`src/rtl/eaas_pkg.sv`:
```
`timescale 1ns/1ps
package eaas_pkg;
  localparam int OP_W = 4;

  typedef enum logic [OP_W-1:0] {
    OP_EXTW  = 4'd0,
    OP_EXTB  = 4'd1,
    OP_EXTBU = 4'd2,
    OP_EXTH  = 4'd3,
    OP_EXTHU = 4'd4,
    OP_CLR   = 4'd5,
    OP_ADD   = 4'd6,
    OP_ADDC  = 4'd7,
    OP_SUB   = 4'd8,
    OP_SUBC  = 4'd9
  } op_e;

  typedef enum logic [1:0] {
    SZ_REG = 2'd0,
    SZ_I8  = 2'd1,
    SZ_I16 = 2'd2,
    SZ_I32 = 2'd3
  } imm_sz_e;

  typedef struct packed {
    logic z;
    logic n;
    logic c;
    logic v;
  } flags_t;
endpackage

```
`src/rtl/eaas_imm_ext.sv`:
```
`timescale 1ns/1ps
module eaas_imm_ext
  import eaas_pkg::*;
#(
  parameter int DATA_W  = 32,
  parameter int SHORT_W = 8,
  parameter int MID_W   = 16
) (
  input  logic [DATA_W-1:0] reg_in,
  input  logic [DATA_W-1:0] imm_in,
  input  logic [1:0]        sz_in,
  output logic [DATA_W-1:0] opnd_out
);
  localparam int PAD_S = DATA_W - SHORT_W;
  localparam int PAD_M = DATA_W - MID_W;

  logic [DATA_W-1:0] short_x;
  logic [DATA_W-1:0] mid_x;

  assign short_x = {{PAD_S{imm_in[SHORT_W-1]}}, imm_in[SHORT_W-1:0]};
  assign mid_x   = {{PAD_M{imm_in[MID_W-1]}},   imm_in[MID_W-1:0]};

  always_comb begin
    unique case (imm_sz_e'(sz_in))
      SZ_I8:   opnd_out = short_x;
      SZ_I16:  opnd_out = mid_x;
      SZ_I32:  opnd_out = imm_in;
      default: opnd_out = reg_in;
    endcase
  end
endmodule

```
`src/rtl/eaas_extend.sv`:
```
`timescale 1ns/1ps
module eaas_extend
  import eaas_pkg::*;
#(
  parameter int DATA_W = 32,
  parameter int BYTE_W = 8,
  parameter int HALF_W = 16
) (
  input  logic [OP_W-1:0]   op_in,
  input  logic [DATA_W-1:0] val_in,
  output logic [DATA_W-1:0] ext_out,
  output logic [DATA_W-1:0] fill_out
);
  localparam int PAD_B = DATA_W - BYTE_W;
  localparam int PAD_H = DATA_W - HALF_W;

  logic sign_b;
  logic sign_h;

  assign sign_b   = val_in[BYTE_W-1];
  assign sign_h   = val_in[HALF_W-1];
  assign fill_out = {DATA_W{val_in[DATA_W-1]}};

  always_comb begin
    unique case (op_e'(op_in))
      OP_EXTB:  ext_out = {{PAD_B{sign_b}}, val_in[BYTE_W-1:0]};
      OP_EXTBU: ext_out = {{PAD_B{1'b0}},   val_in[BYTE_W-1:0]};
      OP_EXTH:  ext_out = {{PAD_H{sign_h}}, val_in[HALF_W-1:0]};
      OP_EXTHU: ext_out = {{PAD_H{1'b0}},   val_in[HALF_W-1:0]};
      default:  ext_out = '0;
    endcase
  end
endmodule

```
`src/rtl/eaas_addsub.sv`:
```
`timescale 1ns/1ps
module eaas_addsub #(
  parameter int DATA_W = 32
) (
  input  logic [DATA_W-1:0] n_in,
  input  logic [DATA_W-1:0] m_in,
  input  logic              cin,
  input  logic              use_cin,
  input  logic              do_sub,
  output logic [DATA_W-1:0] sum_out,
  output logic              c_out,
  output logic              v_out
);
  localparam int SUM_W = DATA_W + 1;

  logic              c_eff;
  logic              c_inj;
  logic [DATA_W-1:0] m_x;
  logic [SUM_W-1:0]  wide;

  always_comb begin
    c_eff   = use_cin & cin;
    m_x     = do_sub ? ~m_in : m_in;
    c_inj   = do_sub ? ~c_eff : c_eff;
    wide    = {1'b0, n_in} + {1'b0, m_x} + {{DATA_W{1'b0}}, c_inj};
    sum_out = wide[DATA_W-1:0];
    c_out   = do_sub ? ~wide[DATA_W] : wide[DATA_W];
    v_out   = (n_in[DATA_W-1] == m_x[DATA_W-1]) &&
              (sum_out[DATA_W-1] != n_in[DATA_W-1]);
  end
endmodule

```
`src/rtl/eaas_top.sv`:
```
`timescale 1ns/1ps
module eaas_top
  import eaas_pkg::*;
#(
  parameter int DATA_W = 32
) (
  input  logic [3:0]        op,
  input  logic [DATA_W-1:0] src_val,
  input  logic [DATA_W-1:0] dst_val,
  input  logic [DATA_W-1:0] imm_val,
  input  logic [1:0]        imm_sz,
  input  logic              carry_in,
  input  logic              dst_sp,
  output logic [DATA_W-1:0] res_val,
  output logic              res_we,
  output logic [DATA_W-1:0] hi_val,
  output logic              hi_we,
  output logic              flag_z,
  output logic              flag_n,
  output logic              flag_c,
  output logic              flag_v,
  output logic              flag_we
);
  logic [DATA_W-1:0] m_opnd;
  logic [DATA_W-1:0] ext_val;
  logic [DATA_W-1:0] fill_val;
  logic [DATA_W-1:0] as_sum;
  logic              as_c;
  logic              as_v;
  logic              is_sub;
  logic              is_cin;
  logic              is_arith;
  logic              is_known;
  logic [DATA_W-1:0] flag_src;
  flags_t            fl;

  eaas_imm_ext #(.DATA_W(DATA_W)) u_imm (
    .reg_in   (src_val),
    .imm_in   (imm_val),
    .sz_in    (imm_sz),
    .opnd_out (m_opnd)
  );

  eaas_extend #(.DATA_W(DATA_W)) u_ext (
    .op_in    (op),
    .val_in   (dst_val),
    .ext_out  (ext_val),
    .fill_out (fill_val)
  );

  eaas_addsub #(.DATA_W(DATA_W)) u_as (
    .n_in    (dst_val),
    .m_in    (m_opnd),
    .cin     (carry_in),
    .use_cin (is_cin),
    .do_sub  (is_sub),
    .sum_out (as_sum),
    .c_out   (as_c),
    .v_out   (as_v)
  );

  always_comb begin
    is_sub   = (op == OP_SUB) || (op == OP_SUBC);
    is_cin   = (op == OP_ADDC) || (op == OP_SUBC);
    is_arith = (op >= OP_ADD) && (op <= OP_SUBC);
    is_known = (op <= OP_SUBC);
  end

  always_comb begin
    res_val = '0;
    res_we  = 1'b0;
    hi_val  = '0;
    hi_we   = 1'b0;
    unique case (op)
      OP_EXTW: begin
        hi_val = fill_val;
        hi_we  = 1'b1;
      end
      OP_EXTB, OP_EXTBU, OP_EXTH, OP_EXTHU: begin
        res_val = ext_val;
        res_we  = 1'b1;
      end
      OP_CLR: begin
        res_val = '0;
        res_we  = 1'b1;
      end
      OP_ADD, OP_ADDC, OP_SUB, OP_SUBC: begin
        res_val = as_sum;
        res_we  = 1'b1;
      end
      default: begin
        res_we = 1'b0;
      end
    endcase
  end

  always_comb begin
    flag_src = hi_we ? hi_val : res_val;
    fl.z     = ~|flag_src;
    fl.n     = flag_src[DATA_W-1];
    fl.c     = is_arith & as_c;
    fl.v     = is_arith & as_v;
    flag_z   = fl.z;
    flag_n   = fl.n;
    flag_c   = fl.c;
    flag_v   = fl.v;
    flag_we  = is_known & ~dst_sp;
  end
endmodule

```
`config.mk`:
```
export PLATFORM = sky130hd
export DESIGN_NAME = eaas_top
export DESIGN_NICKNAME = d
export VERILOG_FILES = /design/src/rtl/eaas_pkg.sv /design/src/rtl/eaas_imm_ext.sv /design/src/rtl/eaas_extend.sv /design/src/rtl/eaas_addsub.sv /design/src/rtl/eaas_top.sv
export SDC_FILE = /design/constraint.sdc
export NUM_CORES = 1
export LEC_CHECK = 0
export BUFFER_PORTS_ARGS = -buffer_cell sky130_fd_sc_hd__buf_2
export CORE_UTILIZATION = 45
export DETAILED_ROUTE_END_ITERATION = 8
export PLACE_DENSITY = 0.77
export RECOVER_POWER = 50
export SLEW_MARGIN = 30
export SYNTH_ARGS = -nofsm -noshare
export SYNTH_HDL_FRONTEND = slang
export SYNTH_SLANG_ARGS = --single-unit
```
`constraint.sdc`:
```
create_clock -name vclk -period 10
set_input_delay 0.5 -clock vclk [all_inputs]
set_output_delay 0.5 -clock vclk [all_outputs]
set_load 0.05 [all_outputs]
```
=== Word-level counts from Yosys, hierarchy flattened ===
Index checks and enable logic that the tools add are counted.

* Memories: 0
* Flip-flop bits (word level): 0
* Latch bits: 0
* Input port bits: 104
* Memory bits (writable): 0
* ROM bits: 0
* Output and inout bits: 71

* Add/subtract/negate cells: 2
* Divide/modulo/power cells: 0
* Shift operators: 0
* Muxes and demuxes: 10
* Equal/unequal tests: 14
* Magnitude comparators: 2
* Reductions and logical operators: 10
* Multipliers: 0
* Bitwise logic cells: 8

{| class="wikitable"
|+ Operators with widths
! kind !! count
|-
| case mux 32 bit (4 select lines) || 1
|-
| two-way mux 32 bit || 3
|-
| case mux 32 bit (3 select lines) || 1
|-
| case mux 32 bit (2 select lines) || 1
|-
| adder 32 x 32 -> 33 bit || 1
|-
| adder 33 x 1 -> 33 bit || 1
|-
| inverter 32 bit || 1
|-
| OR reduction 32 bit || 1
|-
| == test 4 x 3 -> 1 bit, second input constant || 4
|-
| OR reduction 9 bit || 1
|-
| == test 4 x 2 -> 1 bit, second input constant || 2
|-
| == test 4 bit, second input constant || 2
|-
| OR reduction 4 bit || 2
|-
| AND 1 bit || 4
|-
| == test 2 bit, second input constant || 2
|-
| == test 4 x 1 -> 1 bit, second input constant || 1
|-
| greater-or-equal comparator 4 x 3 -> 1 bit, second input constant || 1
|-
| less-or-equal comparator 4 bit, second input constant || 1
|-
| logical NOT 4 bit || 1
|-
| two-way mux 1 bit || 4
|-
| inverter 1 bit || 3
|-
| == test 2 x 1 -> 1 bit, second input constant || 1
|-
| logical AND 1 bit || 2
|-
| logical OR 1 bit || 2
|-
| other kinds (3) || 3
|}

=== Longest topological paths before layout ===
* Depth after elaboration: 10
* Depth in mapped cells: 20

=== Hierarchy ===
A second synthesis with hierarchy kept.

* Cells, all modules: 573
* Area total of the unflattened synthesis: 4434.3 um^2

{| class="wikitable"
|+ Modules (own cells, without submodules)
! module !! area each (um^2) !! times used !! cells an instance !! sequential area each (um^2)
|-
| eaas_addsub || 2018.2 || 1 || 280 || 0.0
|-
| eaas_top || 939.7 || 1 || 137 || 0.0
|-
| eaas_extend || 793.3 || 1 || 98 || 0.0
|-
| eaas_imm_ext || 683.2 || 1 || 58 || 0.0
|}

=== Worst setup path before layout ===
No wires, ideal clock.

* Path kind: input to output
* From: in op[2]
* To: out flag_z
* Required time: 9500 ps
* Path slack: 4163 ps
* Data arrival time: 5337 ps
* Buffers on the path: 3
* Stages: 19
* Path through: buf_2 or2_1 buf_4 nor2_4 buf_1 xnor2_1 fa_1 inv_1 fa_1 nand2b_1 a211oi_1 o21ai_1 a31oi_1 xnor2_1 o21ai_0 nor3_1 nand4_1 nor4b_2 a31o_1

* Longest elaborated chain between the ends: 10
* Elaborated cells on any way between the ends: 26
* Classes of those cells: add/sub: 2; eq/ne: 8; mux: 7; bitwise: 2; reduce/logical: 7

{| class="wikitable"
|+ Ends and longest elaborated chain
! element !! RTL line !! source
|-
| start, declared || eaas_top.sv:7 || <nowiki>input logic [3:0] op,</nowiki>
|-
| branches (longest 6 deep; another with adder 32 x 32 -> 33 bit) || n/a ||
|-
| case mux 32 bit (2 select lines) * || eaas_top.sv:74 || <nowiki>unique case (op)</nowiki>
|-
| via res_val[12] || eaas_top.sv:14 || <nowiki>output logic [DATA_W-1:0] res_val,</nowiki>
|-
| two-way mux 32 bit * || eaas_top.sv:98 || <nowiki>flag_src = hi_we ? hi_val : res_val;</nowiki>
|-
| OR reduction 32 bit * || eaas_top.sv:99 || <nowiki>fl.z = ~|flag_src;</nowiki>
|-
| logical NOT 1 bit * || eaas_top.sv:99 ||
|-
| end, declared || eaas_top.sv:18 || <nowiki>output logic flag_z,</nowiki>
|}

Mark *: on every way through the listed nets, which the timed path passes.

=== Final worst setup path ===
* From: in op[1]
* To: out flag_z

* Longest elaborated chain between the ends: 10
* Elaborated cells on any way between the ends: 26
* Classes of those cells: add/sub: 2; eq/ne: 8; mux: 7; bitwise: 2; reduce/logical: 7

{| class="wikitable"
|+ Ends and longest elaborated chain
! element !! RTL line
|-
| branches (longest 7 deep; another with adder 32 x 32 -> 33 bit) || n/a
|-
| two-way mux 32 bit * || eaas_top.sv:98
|-
| OR reduction 32 bit * || eaas_top.sv:99
|-
| logical NOT 1 bit * || eaas_top.sv:99
|}

Mark *: on every way between the ends.

==> metrics.cfg <==
[status]
status = finished with violations
violations = capacitance limit, slew limit

[die]
ios = 175
design.core.area_um2 = 7290
start_util_pct = 46.9
rows = 31
die_y_um = 89.2
die_x_um = 89.2
fp.dieArea_um2 = 7960

[routing]
drtPass1Iterations = 5
drc = 0
drtIter0Drc = 245
ant_nets = 0
via_per_inst = 5.64
wl_per_cell_um = 14.8
via_count = 4205
routed_wl_um = 11000

[worst_hold_path]
worstHoldPathCells = 3
worstHoldEndpoint = flag_we
min_path_type = in2out
hp-start = dst_sp

[global_route]
grt_usage_pct = 26.1
globalRouteOverflowTotal = 0
grt_pass1_wl_um = 16800
antenna_found_initial = 0
first_global_vias = 3622
grt_max_degree = 36

[timing]
setup_viol = 0
clock.fmax_ghz = 0.157
final_max_slew_viol_count = 16
layout_setup_ws_ns = 3.64
rsz0062_at_grt = no
tns_ns = 0
tightest_slew_ns = 1.78
finalHoldViolations = 0
relSlewSlack_pct = -19.1
period_share_pct = 63.6
finalCriticalPeriod_ns = 6.36

[placed_design]
place_ws_ns = 4.42
gp_congestion = 0.907
hpwl_um = 9290
portBuffers = 175

[power_and_ir_drop]
p_leak_uw = 0.00199
power.density_nw_per_um2 = 110
vdd_ir_drop_max_v = 0.0000386

[clocking]
post_cts_buffers = 0
cts_resized = 0
hold_buffers = 0

[critical_path]
cp_num_buf_inv = 3
worstPathMaxFanout = 16
criticalPathCategory = in2out
path_cells = buf_2 -> or2_1 -> nor2_1 -> nand2_1 -> o21ai_0 -> fa_1 -> inv_1 -> fa_1 -> nand2b_1 -> a211oi_1 -> o21ai_0 -> and2_4 -> mux2i_1 -> or3_1 -> a2111oi_2 -> nand4_1 -> nor4b_2 -> a31o_1 -> buf_2
startpoint_type = primary input
cp_top_family = simple AND/OR/NAND/NOR gates
crit_slowest_cell = nor2_1
end_kind = output pin
max_stage_delay_ns = 1.34
crit_arrival_ns = 5.86
worst_ep_required_time_ns = 9.50

[synthesis]
yosysSeqAreaShare_pct = 0
synth_top_cells_by_area = a21oi_1, ha_1, xor2_1
synth_top_cell_by_area = a21oi_1
synth_cell_types = 66
netlist_area_um2 = 3420
yosysMostFrequentCell = a21oi_1
synthCells = 530
avgSynthCellArea_um2 = 6.46
synth_fp_nets = 667
yosysWarnings = 0
synth_commonest_cells = a21oi_1, nand2_1, o21ai_0
synth_top_area_share_pct = 11.7

[finish]
drive_gt1_share_pct = 25.8
regArea_um2 = 0
nClkBuffers = 0
fin_nets = 786
syn2layout_area_growth_pct = 18.9
design.seq.count = 0
diodes = 0

[run]
cap_viol_max_count = 1

[worst max-delay path by stage]
stage          cells past startpoint  endpoint      start
6_report                          19    flag_z      op[1]
5_1_grt                           19    flag_z      op[1]
4_1_cts                           19    flag_z  imm_sz[0]
3_5_place_dp                      19    flag_z  imm_sz[0]
3_3_place_gp                      18    flag_z      op[1]
2_1_floorplan                     19    flag_z      op[2]
[layer usage]
layer	routed length, um	vias up	track usage (%)
met2	4800	207	43.3
met4	278	0	8.66
met1	5130	1850	36.0
met3	803	24	1.29
met5	0	-	0
li1	-	2124	-
[layout make-up]
class,count,area (um2)
fillers,781,3220
multi-input cells,457,3020
inverters,12,45.0
repair buffers,178,877
well taps,99,124
[stage by stage]
step / power, uW / utilization, % / std cells / cell area, um2 / hold slack (ns)
finish: 447 / 55.8 / 746 / 4070 / 1.39
global route: 485 / 55.8 / 746 / 4070 / 1.40
CTS: 442 / 56.3 / 746 / 4110 / 1.30
detailed placement: 440 / 56.3 / 746 / 4110 / 1.30
global placement: 437 / 56.0 / 745 / 4080 / 1.31
floorplan: 340 / - / 530 / 3420 / 1.17
[report_power, final]
group	internal [uW]	switching, uW	total, uW
clock	0	0	0
combinational	153	294	447
sequential	0	0	0
total	153	294	447
[placed cells by master, fill, tap and decap left out, types with 5 or more instances in the layout]
cell type  count
buf_2        142
a21oi_1       80
nand2_1       71
o21ai_0       55
xor2_1        36
clkbuf_1      33
ha_1          31
xnor2_1       25
nor2_1        24
nand4_1       12
inv_1         10
nand3_1       10
mux2i_1        9
nor3_1         9
o21ai_1        6
a31oi_1        6
a21o_1         5
o211ai_1       5
o21a_1         5
a22o_1         5
[kinds of logic (layout without fill, tap and decap cells)]
logic type                 Yosys count  after routing  synth area share, %
AOI/OAI and AO/OA                  196            196                 34.7
xor gates and xnor gates            61             61                 15.6
adders and majority gates           33             33                 12.5
buffers and inverters               73            190                 11.9
muxes                               10             10                 2.96
and+or+nand+nor                    157            157                 22.3
[worst min-delay path, cell delays in order]
cell,delay [ns]
buf_2,0.08
a21oi_1,0.03
clkbuf_1,0.28
(Power assumes the default switching activity.)
